`config.mk`:
```
export PLATFORM = sky130hd
export DESIGN_NAME = lp_label_unit
export DESIGN_NICKNAME = d
export VERILOG_FILES = /design/src/rtl/lp_label_pkg.sv /design/src/rtl/lp_label_decode.sv /design/src/rtl/lp_field_cmp.sv /design/src/rtl/lp_label_store.sv /design/src/rtl/lp_label_unit.sv
export SDC_FILE = /design/constraint.sdc
export NUM_CORES = 1
export LEC_CHECK = 0
export BUFFER_PORTS_ARGS = -buffer_cell sky130_fd_sc_hd__buf_4
export CELL_PAD_IN_SITES_DETAIL_PLACEMENT = 1
export CELL_PAD_IN_SITES_GLOBAL_PLACEMENT = 1
export CORE_ASPECT_RATIO = 0.75
export CORE_UTILIZATION = 26
export DETAILED_ROUTE_END_ITERATION = 8
export GPL_TIMING_DRIVEN = 0
export PLACE_DENSITY = 0.66
export SLEW_MARGIN = 20
export SYNTH_ARGS = -nofsm -noshare
export SYNTH_HDL_FRONTEND = slang
export SYNTH_SLANG_ARGS = --single-unit
```
`constraint.sdc`:
```
create_clock -name clk_i -period 3.5 [get_ports clk_i]
set_input_delay 0.35 -clock clk_i [delete_from_list [all_inputs] [get_ports clk_i]]
set_output_delay 0.35 -clock clk_i [all_outputs]
set_load 0.01 [all_outputs]
```
`src/rtl/lp_label_pkg.sv`:
```
package lp_label_pkg;
  parameter int unsigned LO_W  = 9;
  parameter int unsigned MID_W = 8;
  parameter int unsigned UP_W  = 8;
  localparam int unsigned LBL_W = LO_W + MID_W + UP_W;
  localparam int unsigned IMM_W = LO_W;

  typedef enum logic [2:0] {
    LP_NOP     = 3'd0,
    LP_SET_LO  = 3'd1,
    LP_SET_MID = 3'd2,
    LP_SET_UP  = 3'd3,
    LP_CHK_LO  = 3'd4,
    LP_CHK_MID = 3'd5,
    LP_CHK_UP  = 3'd6,
    LP_RSVD    = 3'd7
  } lp_op_e;

  typedef struct packed {
    logic [UP_W-1:0]  up;
    logic [MID_W-1:0] mid;
    logic [LO_W-1:0]  lo;
  } lp_label_t;

  typedef struct packed {
    logic set_lo;
    logic set_mid;
    logic set_up;
    logic chk_lo;
    logic chk_mid;
    logic chk_up;
  } lp_cmd_t;
endpackage

```
`src/rtl/lp_label_decode.sv`:
```
module lp_label_decode
  import lp_label_pkg::*;
(
  input  logic       valid_i,
  input  logic [2:0] op_i,
  input  logic       active_i,
  output lp_cmd_t    cmd_o,
  output logic       inert_o
);
  logic is_lp;
  lp_cmd_t raw;

  always_comb begin
    raw = '0;
    unique case (lp_op_e'(op_i))
      LP_SET_LO:  raw.set_lo  = 1'b1;
      LP_SET_MID: raw.set_mid = 1'b1;
      LP_SET_UP:  raw.set_up  = 1'b1;
      LP_CHK_LO:  raw.chk_lo  = 1'b1;
      LP_CHK_MID: raw.chk_mid = 1'b1;
      LP_CHK_UP:  raw.chk_up  = 1'b1;
      default:    raw = '0;
    endcase
  end

  assign is_lp   = |raw;
  assign cmd_o   = (valid_i && active_i) ? raw : '0;
  assign inert_o = valid_i && !active_i && is_lp;
endmodule

```
`src/rtl/lp_field_cmp.sv`:
```
module lp_field_cmp #(
  parameter int unsigned W = 8
) (
  input  logic         en_i,
  input  logic [W-1:0] field_i,
  input  logic [W-1:0] imm_i,
  output logic         miss_o,
  output logic         hit_o
);
  logic eq;
  assign eq     = (field_i == imm_i);
  assign miss_o = en_i && !eq;
  assign hit_o  = en_i && eq;
endmodule

```
`src/rtl/lp_label_store.sv`:
```
module lp_label_store
  import lp_label_pkg::*;
(
  input  logic             clk_i,
  input  logic             rst_ni,
  input  lp_cmd_t          cmd_i,
  input  logic [IMM_W-1:0] imm_i,
  input  logic             csr_we_i,
  input  logic [LBL_W-1:0] csr_wdata_i,
  output lp_label_t        label_o
);
  lp_label_t q, d;

  always_comb begin
    d = q;
    if (csr_we_i) begin
      d = lp_label_t'(csr_wdata_i);
    end else if (cmd_i.set_lo) begin
      d.lo  = imm_i[LO_W-1:0];
      d.mid = '0;  // new lower label starts a fresh label
      d.up  = '0;
    end else if (cmd_i.set_mid) begin
      d.mid = imm_i[MID_W-1:0];
    end else if (cmd_i.set_up) begin
      d.up = imm_i[UP_W-1:0];
    end
  end

  always_ff @(posedge clk_i or negedge rst_ni) begin
    if (!rst_ni) q <= '0;
    else         q <= d;
  end

  assign label_o = q;
endmodule

```
`src/rtl/lp_label_unit.sv`:
```
module lp_label_unit
  import lp_label_pkg::*;
#(
  parameter int unsigned XLEN = 32
) (
  input  logic             clk_i,
  input  logic             rst_ni,
  input  logic             valid_i,
  input  logic [2:0]       op_i,
  input  logic [8:0]       imm_i,
  input  logic             cfi_active_i,
  input  logic             csr_we_i,
  input  logic [24:0]      csr_wdata_i,
  output logic [24:0]      csr_rdata_o,
  output logic             fault_o,
  output logic             land_o,
  output logic             rd_we_o,
  output logic [XLEN-1:0]  rd_data_o
);
  localparam int unsigned NFLD = 3;

  lp_cmd_t   cmd;
  logic      inert;
  lp_label_t label;
  logic [NFLD-1:0] miss, hit;

  lp_label_decode u_dec (
    .valid_i  (valid_i),
    .op_i     (op_i),
    .active_i (cfi_active_i),
    .cmd_o    (cmd),
    .inert_o  (inert)
  );

  lp_label_store u_store (
    .clk_i       (clk_i),
    .rst_ni      (rst_ni),
    .cmd_i       (cmd),
    .imm_i       (imm_i),
    .csr_we_i    (csr_we_i),
    .csr_wdata_i (csr_wdata_i),
    .label_o     (label)
  );

  for (genvar g = 0; g < NFLD; g++) begin : g_cmp
    if (g == 0) begin : g_lo
      lp_field_cmp #(.W(LO_W)) u_cmp (
        .en_i(cmd.chk_lo), .field_i(label.lo), .imm_i(imm_i[LO_W-1:0]),
        .miss_o(miss[g]), .hit_o(hit[g]));
    end else if (g == 1) begin : g_mid
      lp_field_cmp #(.W(MID_W)) u_cmp (
        .en_i(cmd.chk_mid), .field_i(label.mid), .imm_i(imm_i[MID_W-1:0]),
        .miss_o(miss[g]), .hit_o(hit[g]));
    end else begin : g_up
      lp_field_cmp #(.W(UP_W)) u_cmp (
        .en_i(cmd.chk_up), .field_i(label.up), .imm_i(imm_i[UP_W-1:0]),
        .miss_o(miss[g]), .hit_o(hit[g]));
    end
  end

  assign fault_o     = |miss;
  assign land_o      = hit[0];  // only the lower check is a branch target
  assign rd_we_o     = inert;
  assign rd_data_o   = '0;
  assign csr_rdata_o = label;
endmodule

```
# After elaboration in Yosys (flattened, before gate mapping)
# Index checks and enable logic that the tools add are counted.
dict set report totals {
  register_bits 25
  in_bits 42
  output_inout_bits 60
  wordCells 43
}
dict set report op_classes {
  eq_ne 10
  muxes 13
  n_reduce_logical 17
}
# op count
set ops {}
lappend ops {{two-way mux 25 bit} 1}
lappend ops {{two-way mux 8 bit} 3}
lappend ops {{equality test 8 bit} 2}
lappend ops {{two-way mux 16 bit} 1}
lappend ops {{equality test 3 bit (second input constant)} 3}
lappend ops {{equality test 9 bit} 1}
lappend ops {{two-way mux 9 bit} 1}
lappend ops {{logical AND 1 bit} 7}
lappend ops {{equality test 3 x 2 -> 1 bit (second input constant)} 2}
lappend ops {{two-way mux 1 bit} 6}
lappend ops {{two-way mux 6 bit} 1}
lappend ops {{nonzero test 3 bit} 2}
lappend ops {{OR reduction 6 bit} 1}
lappend ops {{logical NOT 1 bit} 4}
lappend ops {{equality test 3 x 1 -> 1 bit (second input constant)} 1}
lappend ops {{inequality test 3 x 2 -> 1 bit (second input constant)} 1}
lappend ops {{OR reduction 3 bit} 1}
lappend ops {{AND reduction 2 bit} 1}
lappend ops {{nonzero test 2 bit} 1}

# Depth between registers and ports, before layout
# Gate-level depths: netlist (run 1).
dict set report depth {
  word_depth 7
  mapped_depth 6
  depth_no_buf 4
}

# Cells and area by module
# Synthesis (run 1) repeated with hierarchy kept, for this count alone.
dict set report unflattened {
  cells_unflattened 198
  area_unflattened_um2 1830.5
}
# module instances cells_per_inst area_each_um2
set modules_own_cells {}
lappend modules_own_cells {lp_label_store 1 111 1189.9}
lappend modules_own_cells {lp_label_unit 1 34 250.2}
lappend modules_own_cells {{lp_field_cmp (g_cmp[1].g_mid.u_cmp ...)} 2 12 96.3}
lappend modules_own_cells {{lp_field_cmp (g_cmp[0].g_lo.u_cmp)} 1 15 112.6}
lappend modules_own_cells {lp_label_decode 1 14 85.1}

# Worst setup path after synthesis (run 1)
# No wires, ideal clock.
dict set report synth_timing {
  path_kind {input-to-output}
  startpoint {input op_i[1]}
  endpoint {output rd_we_o}
  arrival_time_ns 1.311
  required_time_ns 3.150
  slack_ns 1.839
  path_stages 4
  path_cell_list {buf_4 > clkbuf_1 > and3_1 > nor4b_1}
}
dict set report synth_via {
  elab_chain_len 4
  word_cells_on_any_way 14
}
# element line
set synth_rtl {}
lappend synth_rtl {{from (decl)} lp_label_unit.sv:9} ;# input logic [2:0] op_i,
lappend synth_rtl {{equality test 3 bit (tied with other cells)} lp_label_decode.sv:15} ;# unique case (lp_op_e'(op_i))
lappend synth_rtl {{two-way mux 1 bit} lp_label_decode.sv:15}
lappend synth_rtl {{OR reduction 6 bit (*)} lp_label_decode.sv:26} ;# assign is_lp = |raw;
lappend synth_rtl {{logical AND 1 bit (*)} lp_label_decode.sv:28} ;# assign inert_o = valid_i && !active_i && is_lp;
lappend synth_rtl {{to (decl)} lp_label_unit.sv:17} ;# output logic rd_we_o,
# Every way passes the cells marked *; elsewhere a longest branch is shown, timed or not.

# Worst setup path in the final report (run 1)
dict set report layout_timing {
  startpoint {register u_store.q, in the netlist u_store.label_o[3]}
  endpoint {output land_o}
}
dict set report layout_via {
  elab_chain_len 2
}
# element line
set layout_rtl {}
lappend layout_rtl {{from (decl)} lp_label_store.sv:12} ;# lp_label_t q, d;
lappend layout_rtl {{from (signal assigned)} lp_label_store.sv:30} ;# if (!rst_ni) q <= '0;
lappend layout_rtl {{from (signal assigned)} lp_label_store.sv:31} ;# else q <= d;
lappend layout_rtl {{equality test 9 bit} lp_field_cmp.sv:11} ;# assign eq = (field_i == imm_i);
lappend layout_rtl {{logical AND 1 bit} lp_field_cmp.sv:13} ;# assign hit_o = en_i && eq;
lappend layout_rtl {{to (decl)} lp_label_unit.sv:16} ;# output logic land_o,
# No other way between the ends.

==> impl_metrics.tcl, run 1 <==
set metrics [dict create \
    status "finished, final reports clean" \
    antennaDiodeCount 0 \
    share_of_the_synthesized_area_in_the_top_cell_type_pct 32.4 \
    synth-edff-count 0 \
    maxSlewViolCount 0 \
    vdd.ir_drop.worst_mv 0.163 \
    synth_area_per_cell_um2 8.85 \
    floorplan.initialDensity_pct 27.6 \
    synthesized_instance_count 218 \
    groute.usage.overall_pct 15.2 \
    grt_antenna_before_repair 0 \
    worst_ep_arrival_time_ps 1740 \
    finalSetupViolations 0 \
    die-area_um2 7770 \
    design.portCount 102 \
    cp_top_family "simple AND/OR/NAND/NOR gates" \
    leakagePower_nw 1.31 \
    post_cts_buffers 0 \
    reg2regPathDepth 2 \
    synthDominantAreaCellType "dfrtp_1" \
    layout_worst_path_cycle_share_pct 59.8 \
    drt-total-wl_mm 5.90 \
    synth.yosys.seq_area_share_pct 32.4 \
    count_of_cell_instances_traversed_by_the_critical_path 5 \
    layout.core_utilization_pct 38.0 \
    min_period_ps 2090 \
    critPathLaunchType "register" \
    post_drt_via_cell_ratio 4.22 \
    maximum_number_of_pins_on_one_net_before_global_route_repair 26 \
    pwr_density_cell_nw_per_um2 308 \
    cts_hold_buffers 1 \
    min_path_type "primary input to register" \
    synth.area.top_cells "dfrtp_1, buf_4, xnor2_1" \
    critPathSlowestCell "dfrtp_1" \
    numClockSinks 25 \
    cap_viol_max_count 0 \
    cts_inserted_buffers 3 \
    floorplan.die.width_um 101 \
    timing.critical_path.required_ps 3150 \
    dp_slack_ps 1600 \
    grt_first_pass_wirelength_mm 9.11 \
    worstPathMaxFanout 3 \
    cts-root-buf "clkbuf_8" \
    iter_0_drt_violations 28 \
    r2r_setup_slk_ps 2670 \
    gp_routability_congestion 0.766 \
    core_um2 6990 \
    die_height_um 76.6 \
    worst_slack_ps 1410 \
    clk_transition_reported_paths_ps 100 \
    critical_path.max_stage_delay_ps 430 \
    route.detailed.drc 0 \
    detailedPlacementHpwl_mm 4.73 \
    grt_pass1_vias 1768 \
    timing.critical_path.buf_inv 1 \
    synth_top_flop_cell "dfrtp_1" \
    timing.hold.worst_path_depth 3 \
    num-nets-final 355 \
    buffer_ports.inserted 58 \
    ys_async_sr_fraction_pct 100 \
    timing.setup.critical_path_class "register to output pin" \
    clock-skew-final_ps 0 \
    synthesis.area_um2 1930 \
    num_vias 1732 \
    yosysWarnings 0 \
    std_cell_rows 26 \
    end_kind "output pin" \
    htreeDepth 1 \
    rsz0062_at_grt "false" \
    yosys_register_bits 25 \
    max_reg_flops 25 \
    clock.fmax_mhz 478 \
    report.final.hold_viol_count 0 \
    detailed_place.area_um2 2600 \
    critical_path.cell_chain "xnor2_1 -> nand4_1 -> nor4_1 -> nor3b_2 -> buf_4" \
    avgRoutedWirePerCell_um 14.4 \
    postRouteAntennaNets 0 \
    first_pass_iters 4 \
    finalSetupTns_ps 0 \
    final_design_area_no_fill_um2 2660 \
    synth.distinct_cells 31 \
    grt_overflow_total 0 \
    post_route_cells_drive_above_1_share_pct 39.1 \
    post_cts_resized 0 \
    cts_tree "yes" \
    area_growth_syn_to_layout_pct 37.9 \
    cts-root-to-sink-buffers 2 \
    clock_latency_on_the_worst_skew_pair_ps 270 \
]
worst reg2reg max path, stage by stage, from the launching register on:
cell and delay (ps):
dfrtp_1 430, a21oi_1 180, o21ai_0 90
final cells by class:
type                            instances  area, um2
Fill cell                             882       4330
Multi-Input combinational cell        172       1080
Sequential cell                        25        626
Timing Repair Buffer                   59        445
Buffer                                 51        339
Tap cell                               98        123
Clock buffer                            3       41.3
Clock inverter                          1       5.00
Inverter                                1       3.75
placed cells by master (no fill, tap or decap), types with 9 or more instances in the layout:
cell      n
buf_4    92
conb_1   32
nand2_1  27
o21ai_0  25
dfrtp_1  25
xnor2_1  17
buf_2    10
xor2_1    9
and3_1    9
mux2i_1   9
cell usage after synthesis, types with 3 or more instances:
master,number
buf_2,10
a21oi_1,8
mux2i_1,9
nor4_1,3
nand2_1,27
xnor2_1,17
xor2_1,9
nand4_1,3
and3_1,9
o21ai_1,6
o21ai_0,25
dfrtp_1,25
mux2_2,8
buf_4,34
clkbuf_1,6
routing by layer:
layer  GRT usage [%]  part of all wire (%)
met4            3.77                   1.1
met5               0                     0
met2            24.6                    46
met1            20.0                    47
met3            3.85                   6.2
stage by stage:
| stage | total power, mW | instances | hold slack, ps |
|---|---|---|---|
| 2_1_floorplan | 0.520 | 249 | 54.4 |
| 3_3_place_gp | 0.638 | 405 | 284 |
| 3_5_place_dp | 0.643 | 405 | 284 |
| 4_1_cts | 0.827 | 410 | 275 |
| 5_1_grt | 0.864 | 410 | 278 |
| 6_report | 0.819 | 410 | 275 |
report_power, final:
group	total (mW)	internal, mW	switching, mW
clock	0.182	0.0799	0.102
combinational	0.286	0.149	0.138
sequential	0.351	0.320	0.0314
total	0.819	0.548	0.271
worst paths after layout:
| path | end | start |
|---|---|---|
| setup / recovery | land_o | u_store.label_o[3] |
| hold / removal | u_store.label_o[20] | csr_wdata_i[20] |
| setup reg to reg | u_store.label_o[18] | u_store.label_o[18] |
| hold reg to reg | u_store.label_o[12] | u_store.label_o[12] |
| max in group asynchronous | u_store.label_o[19] | rst_ni |
| min in group asynchronous | u_store.label_o[5] | rst_ni |
logic make-up after synthesis:
kind of cell | share of synthesized area [%]
and+or+nand+nor | 16.5
buffers and inverters | 17.8
AOI/OAI and AO/OA | 12.0
xor gates and xnor gates | 11.8
DFF | 32.4
muxes | 9.34
other | 0.194
Note: power is estimated with default switching activity, not from simulation.
==> inputs of run 2 (changes only) <==
==> constraint.sdc (replaced) <==
create_clock -name clk_i -period 1.93 [get_ports clk_i]
set_input_delay 0.193 -clock clk_i [delete_from_list [all_inputs] [get_ports clk_i]]
set_output_delay 0.193 -clock clk_i [all_outputs]
set_load 0.01 [all_outputs]
==> impl_metrics.tcl, run 2 (same netlist as run 1, synthesis figures left out) <==
set metrics [dict create \
    final_design_area_no_fill_um2 2700 \
    r2r_setup_slk_ps 1090 \
    design.portCount 102 \
    pwr_density_cell_nw_per_um2 556 \
    iter_0_drt_violations 21 \
    timing.setup.critical_path_class "register to output pin" \
    fin_cells 412 \
    first_pass_iters 4 \
    timing.critical_path.required_ps 1740 \
    maxSlewViolCount 0 \
    detailed_place.area_um2 2600 \
    most_common_cell_after_layout_fill_and_taps_aside "buf_4" \
    worstReg2RegEnd "u_store.label_o[3]" \
    floorplan.die.width_um 101 \
    grt_overflow_total 0 \
    die-area_um2 7770 \
    postRouteAntennaNets 0 \
    rsz0062_at_grt "true" \
    maximum_number_of_pins_on_one_net_before_global_route_repair 26 \
    reg2regPathDepth 3 \
    worst_ep_arrival_time_ps 1680 \
    dp.cells 405 \
    end_kind "output pin" \
    max_reg_flops 25 \
    num_vias 1761 \
    finalSetupViolations 0 \
    groute.usage.overall_pct 15.3 \
    worstPathMaxFanout 2 \
    hold_end "u_store.label_o[20]" \
    gp_routability_congestion 0.766 \
    grt_pass1_vias 1795 \
    critical_path.reg2reg.startpoint "u_store.label_o[3]" \
    cap_viol_max_count 0 \
    core_um2 6990 \
    floorplan.initialDensity_pct 27.6 \
    layout_worst_path_cycle_share_pct 96.9 \
    drt-total-wl_mm 5.95 \
    area_growth_syn_to_layout_pct 40.1 \
    leakagePower_nw 1.33 \
    critPathLaunchType "register" \
    post_route_cells_drive_above_1_share_pct 40.8 \
    post_drt_via_cell_ratio 4.27 \
    grt_antenna_before_repair 0 \
    report.final.hold_viol_count 0 \
    numClockSinks 25 \
    avgRoutedWirePerCell_um 14.4 \
    cts-root-to-sink-buffers 2 \
    vdd.ir_drop.worst_mv 0.299 \
    buffer_ports.inserted 58 \
    clock-skew-final_ps 0 \
    worstHoldStart "csr_wdata_i[20]" \
    min_path_type "primary input to register" \
    final_cell_mix "buf_4, conb_1, nand2_1, o21ai_0, dfrtp_1" \
    htreeDepth 1 \
    std_cell_rows 26 \
    status "finished, final reports clean" \
    detailedPlacementHpwl_mm 4.73 \
    clk_transition_reported_paths_ps 100 \
    clock_latency_on_the_worst_skew_pair_ps 270 \
    route.detailed.drc 0 \
    grt_first_pass_wirelength_mm 9.18 \
    num-nets-final 357 \
    cts_inserted_buffers 3 \
    clock.fmax_mhz 535 \
    min_period_ps 1870 \
    cts_tree "yes" \
    cts-root-buf "clkbuf_8" \
    die_height_um 76.6 \
    timing.hold.worst_path_depth 3 \
    antennaDiodeCount 0 \
]
==> run 2: changes by cell type in the layout (fill, tap and decap cells not counted) <==
| cell | change |
|---|---|
| buf_4 | +2 |
| nor4_1 | -2 |
| nor4_2 | +2 |
| xnor2_1 | -1 |
| xnor2_2 | +1 |
| xor2_1 | -1 |
| xor2_2 | +1 |
==> run 2: worst max-delay path by stage <==
stage | startpoint | endpoint | slack (ps) | cells after the start
floorplan | u_store.label_o[0] | land_o | 560 | 4
global placement | u_store.label_o[13] | fault_o | 310 | 5
detailed placement | u_store.label_o[8] | land_o | 330 | 5
CTS | u_store.label_o[8] | land_o | 30 | 5
global route | u_store.label_o[5] | land_o | -60 | 5
finish | u_store.label_o[3] | land_o | 60 | 5
==> run 2: final cells by class <==
class	instances	area, um2
clock inverters	1	5.00
inverters	1	3.75
fillers	871	4290
well taps	98	123
repair buffers	61	460
flip-flops and latches	25	626
plain buffers	51	339
multi-input cells	172	1100
clock buffers	3	41.3
==> run 2: through the flow <==
stage	TNS (ps)	hold WS, ps	total power, mW	setup WS [ps]	util, %
final	0	117	1.50	60.0	38.6
after global routing	-61.3	121	1.58	-61.3	38.6
after CTS	0	118	1.50	28.8	38.1
after detailed placement	0	127	1.17	325	37.2
after global placement	0	127	1.16	309	37.2
after floorplan	0	-103	0.943	563	-
==> run 2: layer usage <==
metal  wire length (um)  share of wire, %  vias up  global-route usage, %
li1                   -                 -      862                      -
met1               2760                46      835                   20.1
met2               2730                46       56                   24.6
met3                376               6.3        8                   3.94
met4                 85               1.4        0                   4.20
met5                  0                 0        -                      0
==> run 2: report_power, final <==
part / switching, mW / internal, mW
registers: 0.0574 / 0.579
clock network: 0.186 / 0.145
logic: 0.257 / 0.278
==> run 2: critical path, stage by stage, from the launching register on <==
cell     delay (ps)
dfrtp_1         400
xnor2_1         190
nand4_1         130
nor4_2          270
nor3b_2         250
buf_4           160
==> run 2: timing repair <==
item | CTS | global route
setup endpoints to repair | 1 | 2
buffers inserted | 0 | 2
hold endpoints to repair | 25 | 0
gates cloned | 0 | 0
hold buffers | 1 | 0
gates resized for setup | 1 | 3
pin swaps | 0 | 2
